[src/rtl/spec_fwd_pkg.sv]
package spec_fwd_pkg;
  parameter int NUM_CORES  = 4;
  parameter int LINE_BYTES = 32;
  parameter int BYTE_W     = 8;

  localparam int CORE_W  = $clog2(NUM_CORES);
  localparam int SRC_W   = $clog2(NUM_CORES + 1);
  localparam int LINE_W  = LINE_BYTES * BYTE_W;
  localparam int MASK_W  = NUM_CORES * LINE_BYTES;
  localparam int BUF_W   = NUM_CORES * LINE_W;
  localparam int TAG_W   = LINE_BYTES * SRC_W;
  localparam logic [SRC_W-1:0] SRC_L2 = SRC_W'(NUM_CORES);

  // Strobes from control to datapath: rank k is the k-th closest eligible writer
  typedef struct packed {
    logic                              capture;
    logic [NUM_CORES-1:0]              rankEn;
    logic [NUM_CORES-1:0][CORE_W-1:0]  rankCore;
  } fwd_strobe_t;
endpackage

[src/rtl/spec_fwd_ctrl.sv]
module spec_fwd_ctrl
  import spec_fwd_pkg::*;
(
  input  logic              clk,
  input  logic              rst_n,
  input  logic              reqValid,
  input  logic [CORE_W-1:0] reqCore,
  input  logic [CORE_W-1:0] headCore,
  output fwd_strobe_t       strobe,
  output logic              rspValid
);
  logic [CORE_W-1:0] reqDist;

  // Position of requester relative to head; power-of-two core count wraps naturally
  assign reqDist = reqCore - headCore;

  always_comb begin
    strobe.capture = reqValid;
    for (int k = 0; k < NUM_CORES; k++) begin
      strobe.rankCore[k] = reqCore - CORE_W'(k);
      strobe.rankEn[k]   = (k <= int'(reqDist));
    end
  end

  always_ff @(posedge clk) begin
    if (!rst_n) rspValid <= 1'b0;
    else        rspValid <= reqValid;
  end

  // a response only ever follows a request
  p_rsp_after_req_r2: assert property (@(posedge clk) disable iff (!rst_n)
    rspValid |-> $past(reqValid));
endmodule

[src/rtl/spec_fwd_datapath.sv]
module spec_fwd_datapath
  import spec_fwd_pkg::*;
(
  input  logic               clk,
  input  logic               rst_n,
  input  fwd_strobe_t        strobe,
  input  logic [NUM_CORES-1:0] bufHit,
  input  logic [MASK_W-1:0]  bufMask,
  input  logic [BUF_W-1:0]   bufData,
  input  logic [LINE_W-1:0]  l2Data,
  output logic [LINE_W-1:0]  rspData,
  output logic [TAG_W-1:0]   rspSrc
);
  for (genvar b = 0; b < LINE_BYTES; b++) begin : g_byte
    logic [BYTE_W-1:0] pickByte;
    logic [SRC_W-1:0]  pickSrc;

    // Per-byte priority encoder: scan farthest rank first so the nearest wins
    always_comb begin
      pickByte = l2Data[b*BYTE_W +: BYTE_W];
      pickSrc  = SRC_L2;
      for (int k = NUM_CORES - 1; k >= 0; k--) begin
        logic [CORE_W-1:0] c;
        c = strobe.rankCore[k];
        if (strobe.rankEn[k] && bufHit[c] && bufMask[int'(c)*LINE_BYTES + b]) begin
          pickByte = bufData[(int'(c)*LINE_BYTES + b)*BYTE_W +: BYTE_W];
          pickSrc  = SRC_W'(c);
        end
      end
    end

    always_ff @(posedge clk) begin
      if (!rst_n) begin
        rspData[b*BYTE_W +: BYTE_W] <= '0;
        rspSrc[b*SRC_W +: SRC_W]    <= SRC_L2;
      end else if (strobe.capture) begin
        rspData[b*BYTE_W +: BYTE_W] <= pickByte;
        rspSrc[b*SRC_W +: SRC_W]    <= pickSrc;
      end
    end
  end
endmodule

[src/rtl/spec_fwd_merge.sv]
module spec_fwd_merge
  import spec_fwd_pkg::*;
(
  input  logic                 clk,
  input  logic                 rst_n,
  input  logic                 reqValid,
  input  logic [CORE_W-1:0]    reqCore,
  input  logic [CORE_W-1:0]    headCore,
  input  logic [NUM_CORES-1:0] bufHit,
  input  logic [MASK_W-1:0]    bufMask,
  input  logic [BUF_W-1:0]     bufData,
  input  logic [LINE_W-1:0]    l2Data,
  output logic                 rspValid,
  output logic [LINE_W-1:0]    rspData,
  output logic [TAG_W-1:0]     rspSrc
);
  fwd_strobe_t strobe;

  spec_fwd_ctrl u_ctrl (
    .clk(clk), .rst_n(rst_n), .reqValid(reqValid), .reqCore(reqCore),
    .headCore(headCore), .strobe(strobe), .rspValid(rspValid)
  );

  spec_fwd_datapath u_dp (
    .clk(clk), .rst_n(rst_n), .strobe(strobe), .bufHit(bufHit),
    .bufMask(bufMask), .bufData(bufData), .l2Data(l2Data),
    .rspData(rspData), .rspSrc(rspSrc)
  );

  for (genvar b = 0; b < LINE_BYTES; b++) begin : g_chk_byte
    // a byte tagged as second-level data equals the second-level byte at request time
    p_l2_fallback_r8: assert property (@(posedge clk) disable iff (!rst_n)
      (rspValid && rspSrc[b*SRC_W +: SRC_W] == SRC_L2)
        |-> rspData[b*BYTE_W +: BYTE_W] == $past(l2Data[b*BYTE_W +: BYTE_W]));
    for (genvar c = 0; c < NUM_CORES; c++) begin : g_chk_core
      // a buffer-sourced byte came from a hit buffer with its mask bit set
      p_hit_and_mask_r7: assert property (@(posedge clk) disable iff (!rst_n)
        (rspValid && rspSrc[b*SRC_W +: SRC_W] == SRC_W'(c))
          |-> ($past(bufHit[c]) && $past(bufMask[c*LINE_BYTES + b]) &&
               rspData[b*BYTE_W +: BYTE_W] ==
                 $past(bufData[(c*LINE_BYTES + b)*BYTE_W +: BYTE_W])));
      // the supplying core is never logically later than the requester
      p_no_later_core_r5: assert property (@(posedge clk) disable iff (!rst_n)
        (rspValid && rspSrc[b*SRC_W +: SRC_W] == SRC_W'(c))
          |-> (CORE_W'(c) - $past(headCore)) <= ($past(reqCore) - $past(headCore)));
    end
  end
endmodule

[config.mk]
export PLATFORM = sky130hd
export DESIGN_NAME = spec_fwd_merge
export DESIGN_NICKNAME = d
export VERILOG_FILES = /design/src/rtl/spec_fwd_pkg.sv /design/src/rtl/spec_fwd_ctrl.sv /design/src/rtl/spec_fwd_datapath.sv /design/src/rtl/spec_fwd_merge.sv
export SDC_FILE = /design/constraint.sdc
export NUM_CORES = 2
export LEC_CHECK = 0
export BUFFER_PORTS_ARGS = -buffer_cell sky130_fd_sc_hd__clkbuf_2
export CAP_MARGIN = 10
export CORE_AREA = 2 2 699 701
export DETAILED_ROUTE_END_ITERATION = 7
export DIE_AREA = 0 0 701 703
export SLEW_MARGIN = 30
export SYNTH_ARGS = -nofsm -noshare
export SYNTH_HDL_FRONTEND = slang
export SYNTH_SLANG_ARGS = --single-unit
[constraint.sdc]
create_clock -name clk -period 5.62 [get_ports clk]
set_input_delay 0.562 -clock clk [delete_from_list [all_inputs] [get_ports clk]]
set_output_delay 0.562 -clock clk [all_outputs]
set_load 0.02 [all_outputs]
Word level (Yosys, flattened, before mapping). Index checks and enable logic that the tools add are counted.

Register bits: 353. Input port bits: 1419. Output and inout port bits: 353. Word-level logic and storage cells: 1231.

$add $sub $neg: 128. Magnitude comparators: 135. Shift operators: 128. Muxes and demuxes: 644. Reduce and logical (&&, ||, !) cells: 131.

Operator list (number): indexed part select 1024 x 32 -> 8 bit (124); indexed part select 1024 x 11 -> 8 bit (4); less-than comparator 32 x 9 -> 1 bit, second input constant (123); 2-to-1 mux 8 bit (128); binary-select mux 1 bit (select 7 bit) (124); adder 7 x 5 -> 8 bit, second input constant (64); 2-to-1 mux 3 bit (128); adder 7 x 4 -> 8 bit, second input constant (32); 2-to-1 mux 1 bit (256); logical AND 1 bit (131); adder 7 x 3 -> 8 bit, second input constant (16); adder 7 x 2 -> 8 bit, second input constant (8); adder 7 x 1 -> 8 bit, second input constant (4); less-than comparator 7 x 8 -> 1 bit, second input constant (4); binary-select mux 1 bit (select 2 bit) (8); less-than comparator 2 x 3 -> 1 bit, second input constant (4); less-than comparator 8 bit, second input constant (1); <= comparator 2 bit, first input constant (2); subtractor 2 bit, second input constant (2); <= comparator 1 x 2 -> 1 bit, first input constant (1); subtractor 2 x 1 -> 2 bit, second input constant (1); subtractor 2 bit (1).

Logic depth before layout (Yosys ltp).
Word-level depth: 10. Depth in mapped cells: 20. Gate-level depth less buffers: 7.

Cells and area by module. A second synthesis with hierarchy kept.

Cell total of the unflattened synthesis: 4556. Area, all modules: 52330.2 µm².

By module, submodules not included: spec_fwd_datapath (times used 1, cells each 4538, area each 52185.0 µm², sequential area each 7046.8 µm²); spec_fwd_ctrl (times used 1, cells each 18, area each 145.1 µm², sequential area each 20.0 µm²).

Worst setup path after synthesis. No wires, ideal clock.

Path kind: input to register. From: input port reqCore[0]. To: register u_dp.rspData[111]. Setup time: 0.131 ns. Arrival time: 4.071 ns. Data required time: 5.489 ns. Path slack: 1.417 ns. Cell stages on the path: 19. Buffers on the path: 12. Path through: buf_6 -> buf_12 -> buf_6 -> buf_6 -> buf_6 -> inv_2 -> buf_4 -> buf_4 -> buf_2 -> buf_2 -> ha_1 -> inv_1 -> clkbuf_1 -> clkbuf_1 -> clkbuf_1 -> nand4_1 -> and2_1 -> o311ai_0 -> a21oi_1.

Cells in the longest elaborated chain, start to end: 10. Elaborated cells on any way between the ends: 46. Those cells by class: add/sub: 8; order compare: 3; shift: 4; mux: 24; reduce/logical: 7.

Ends and longest elaborated chain: from (decl) (line spec_fwd_merge.sv:7) `input logic [CORE_W-1:0] reqCore,`; branches (longest 9 deep; another with adder 7 x 4 -> 8 bit); 2-to-1 mux 8 bit * (line spec_fwd_datapath.sv:25) `if (strobe.rankEn[k] && bufHit[c] && bufMask[int'(c)*LINE_BYTES + b]) begin`; to (signal, indexed assignment) (line spec_fwd_datapath.sv:37) `rspData[b*BYTE_W +: BYTE_W] <= pickByte;`; to (decl) (line spec_fwd_datapath.sv:11) `output logic [LINE_W-1:0] rspData,`.

Every way passes the cells marked *. The select of a mux whose other input is x is not followed. A chain may end at the register's enable or synchronous reset.

Final worst setup path.
From: input port reqCore[0]. To: register u_dp.rspData[223].

Cells in the longest elaborated chain, start to end: 10. Elaborated cells on any way between the ends: 46. Those cells by class: add/sub: 8; order compare: 3; shift: 4; mux: 24; reduce/logical: 7.

Ends and longest elaborated chain (line): branches (longest 9 deep; another with adder 7 x 5 -> 8 bit); 2-to-1 mux 8 bit * (spec_fwd_datapath.sv:25).

Marks and branches as above.

==> impl_metrics.py <==
metrics = {
    "global_route": {
        "use_met2_pct": 31.0,
        "grt_max_degree": 149,
        "antenna_found_initial": 458,
        "gr-total-overflow": 0,
        "grt_util_met3_pct": 13.4,
        "grt_use_total_pct": 21.1,
        "grt_pass1_wl_um": 676000,
        "top_usage_layer": "met2",
        "grt_pass1_vias": 59700,
        "met1_usage_pct": 21.7,
    },
    "clock_tree": {
        "cts_buffers": 60,
        "tritoncts": "done",
        "clk_pin_slew_ps": 60,
        "ctsHoldBuffers": 1,
        "cts_num_sinks": 353,
        "cts-root-buf": "clkbuf_16",
        "cts_setup_buffers": 0,
        "postCtsResizedCells": 0,
        "cts_buffer_depth": 3,
        "htreeDepth": 2,
        "clk_latency_ps": 790,
    },
    "drt": {
        "drt_iter0_drc": 9243,
        "avgViaCountPerCell": 4.85,
        "first_pass_iters": 6,
        "wire_per_inst_um": 39.9,
        "wl_um": 547000,
        "drc": 0,
        "vias": 66500,
        "drtAntennaViolNets": 0,
    },
    "setup_path": {
        "crit_required_ps": 6280,
        "crit_fanout": 56,
        "crit_path_end_kind": "flip-flop",
        "crit_type": "in2reg",
        "arrival_ps": 4680,
        "startpoint_type": "input port",
    },
    "timing": {
        "hold_violations": 0,
        "fin_skew_ps": 0,
        "worst_pin_slew_ps": 1140,
        "setup_violations": 0,
        "max_slew_margin_pct": 24.2,
        "setup_slack_ps": 1600,
        "layout_min_cycle_time_ps": 4020,
        "rsz0062_at_grt": "false",
        "fin_setup_tns_ps": 0,
        "fin_crit_sh_pct": 71.6,
        "finalMaxSlewViolations": 0,
        "fmax_mhz": 249,
    },
    "final_layout": {
        "area_growth_pct": 30.8,
        "regArea_mm2": 0.00707,
        "multi_input_area_mm2": 0.0453,
        "nFillCells": 55100,
        "final_common_cell": "clkbuf_2",
        "drive_above_1_share_pct": 46.0,
        "final_cell_mix": "clkbuf_2, mux4_2, mux2i_1",
        "layout.nets": 8434,
    },
    "pwr": {
        "internal_power_uw": 7940,
        "irDropWorstVdd_mv": 0.309,
        "powerDensity_mw_per_mm2": 201,
        "p_comb_share_pct": 50.5,
        "power_frac_clock_pct": 29.4,
        "swShare_pct": 46.6,
        "switchingPower_uw": 6930,
        "power_frac_seq_pct": 20.1,
        "p_leak_uw": 0.0272,
    },
    "floorplanning": {
        "core_area_mm2": 0.485,
        "io_pins": 1772,
        "initial_core_util_pct": 11.6,
        "die_h_um": 703,
        "row_count": 256,
        "dieArea_mm2": 0.493,
        "die_w_um": 701,
    },
    "synth": {
        "synth_edf_count": 0,
        "synth_ff_type": "dfxtp_1",
        "yosysSeqAreaShare_pct": 12.5,
        "postSynth.asyncResetShare_pct": 0,
        "netlist_instances": 5654,
        "syn_nets": 7074,
        "ys_types": 102,
        "ys_warn_count": 0,
        "avgSynthCellArea_um2": 9.98,
        "ys_ff_latch": 353,
        "synth_area_mm2": 0.0564,
    },
    "place": {
        "pre_cts_slack_ps": 851,
        "port_buffers": 1771,
        "place_hpwl_um": 463000,
        "gp_congestion": 1.19,
    },
    "run": {
        "max_cap_violations": 0,
    },
    "run_status": {
        "status": "finished clean",
    },
    "worst_hold_path": {
        "hold_path.class": "in2reg",
    },
}
==> area by class of cell <==
type / count / share of cell area, %
Clock buffer: 82 / 2.32
Multi-Input combinational cell: 4632 / 61.4
Inverter: 26 / 0.178
Sequential cell: 353 / 9.57
Timing Repair Buffer: 1941 / 14.4
Tap cell: 6450 / 10.9
Clock inverter: 31 / 0.549
Antenna cell: 189 / 0.641
==> worst max-delay path: stages <==
cell and delay (ps):
buf_12 140, inv_8 310, ha_1 470, xor3_4 580, buf_12 310, o211a_1 440, nand3_1 860, o21ai_0 490
a21oi_1 90
==> stage by stage <==
stage	power (uW)	instances	hold slack, ps	utilization, %	instance area (um^2)
after CTS	14900	13500	5.24	15.1	73300
after global routing	15400	13600	52.9	15.2	73700
after detailed placement	10400	13400	462	14.7	71200
after floorplan	6970	5654	556	-	56400
final	14900	13700	69.0	15.2	73800
after global placement	10400	13400	454	14.7	71100
==> per-layer routing <==
| metal | routed length [um] | share of wire [%] |
|---|---|---|
| met1 | 179000 | 33 |
| met4 | 47500 | 8.7 |
| met5 | 1600 | 0.29 |
| met3 | 89000 | 16 |
| met2 | 230000 | 42 |
==> synth_stat cells, types with 109 or more instances <==
| cell | instances | area share [%] |
|---|---|---|
| mux2i_1 | 513 | 9.1 |
| dfxtp_1 | 353 | 13 |
| buf_2 | 167 | 1.5 |
| o221ai_1 | 109 | 1.7 |
| nand2_1 | 326 | 2.2 |
| nor2_1 | 335 | 2.2 |
| buf_4 | 164 | 2.2 |
| a31oi_1 | 123 | 1.4 |
| o21ai_0 | 353 | 3.1 |
| o211ai_1 | 165 | 2.2 |
| mux2_2 | 279 | 5.6 |
| clkbuf_1 | 184 | 1.2 |
| mux4_2 | 782 | 31 |
| a21oi_1 | 354 | 3.1 |
==> logic make-up after synthesis <==
group	Yosys count	synth area share, %
and+or+nand+nor	1213	11.2
AOI/OAI and AO/OA	1834	22.5
xor gates and xnor gates	5	0.133
adders and majority gates	1	0.0222
muxes	1579	46.1
buffers and inverters	669	7.52
DFF	353	12.5
==> flip-flops by register name, summed over array words and instances, names as in the netlist <==
signal,cells
u_ctrl.rspValid,1
u_dp.rspSrc,96
u_dp.rspData,256
==> worst paths after layout <==
check / start / to / slack [ps] / cells after the start
min: l2Data[131] / u_dp.rspData[131] / 70 / 3
max: reqCore[0] / u_dp.rspData[223] / 1600 / 9
max reg2reg: u_dp.rspData[37] / u_dp.rspData[37] / 4360 / 4
min reg2reg: u_dp.rspSrc[86] / u_dp.rspSrc[86] / 470 / 1
==> power groups by stage <==
stage               Clock, uW  Sequential, uW  Combinational (uW)
floorplan                   0            3290                3680
global placement            0            3020                7370
detailed placement          0            3030                7420
CTS                      4460            2980                7450
global route             4500            3010                7890
finish                   4370            2990                7510
(Power assumes the default switching activity.)
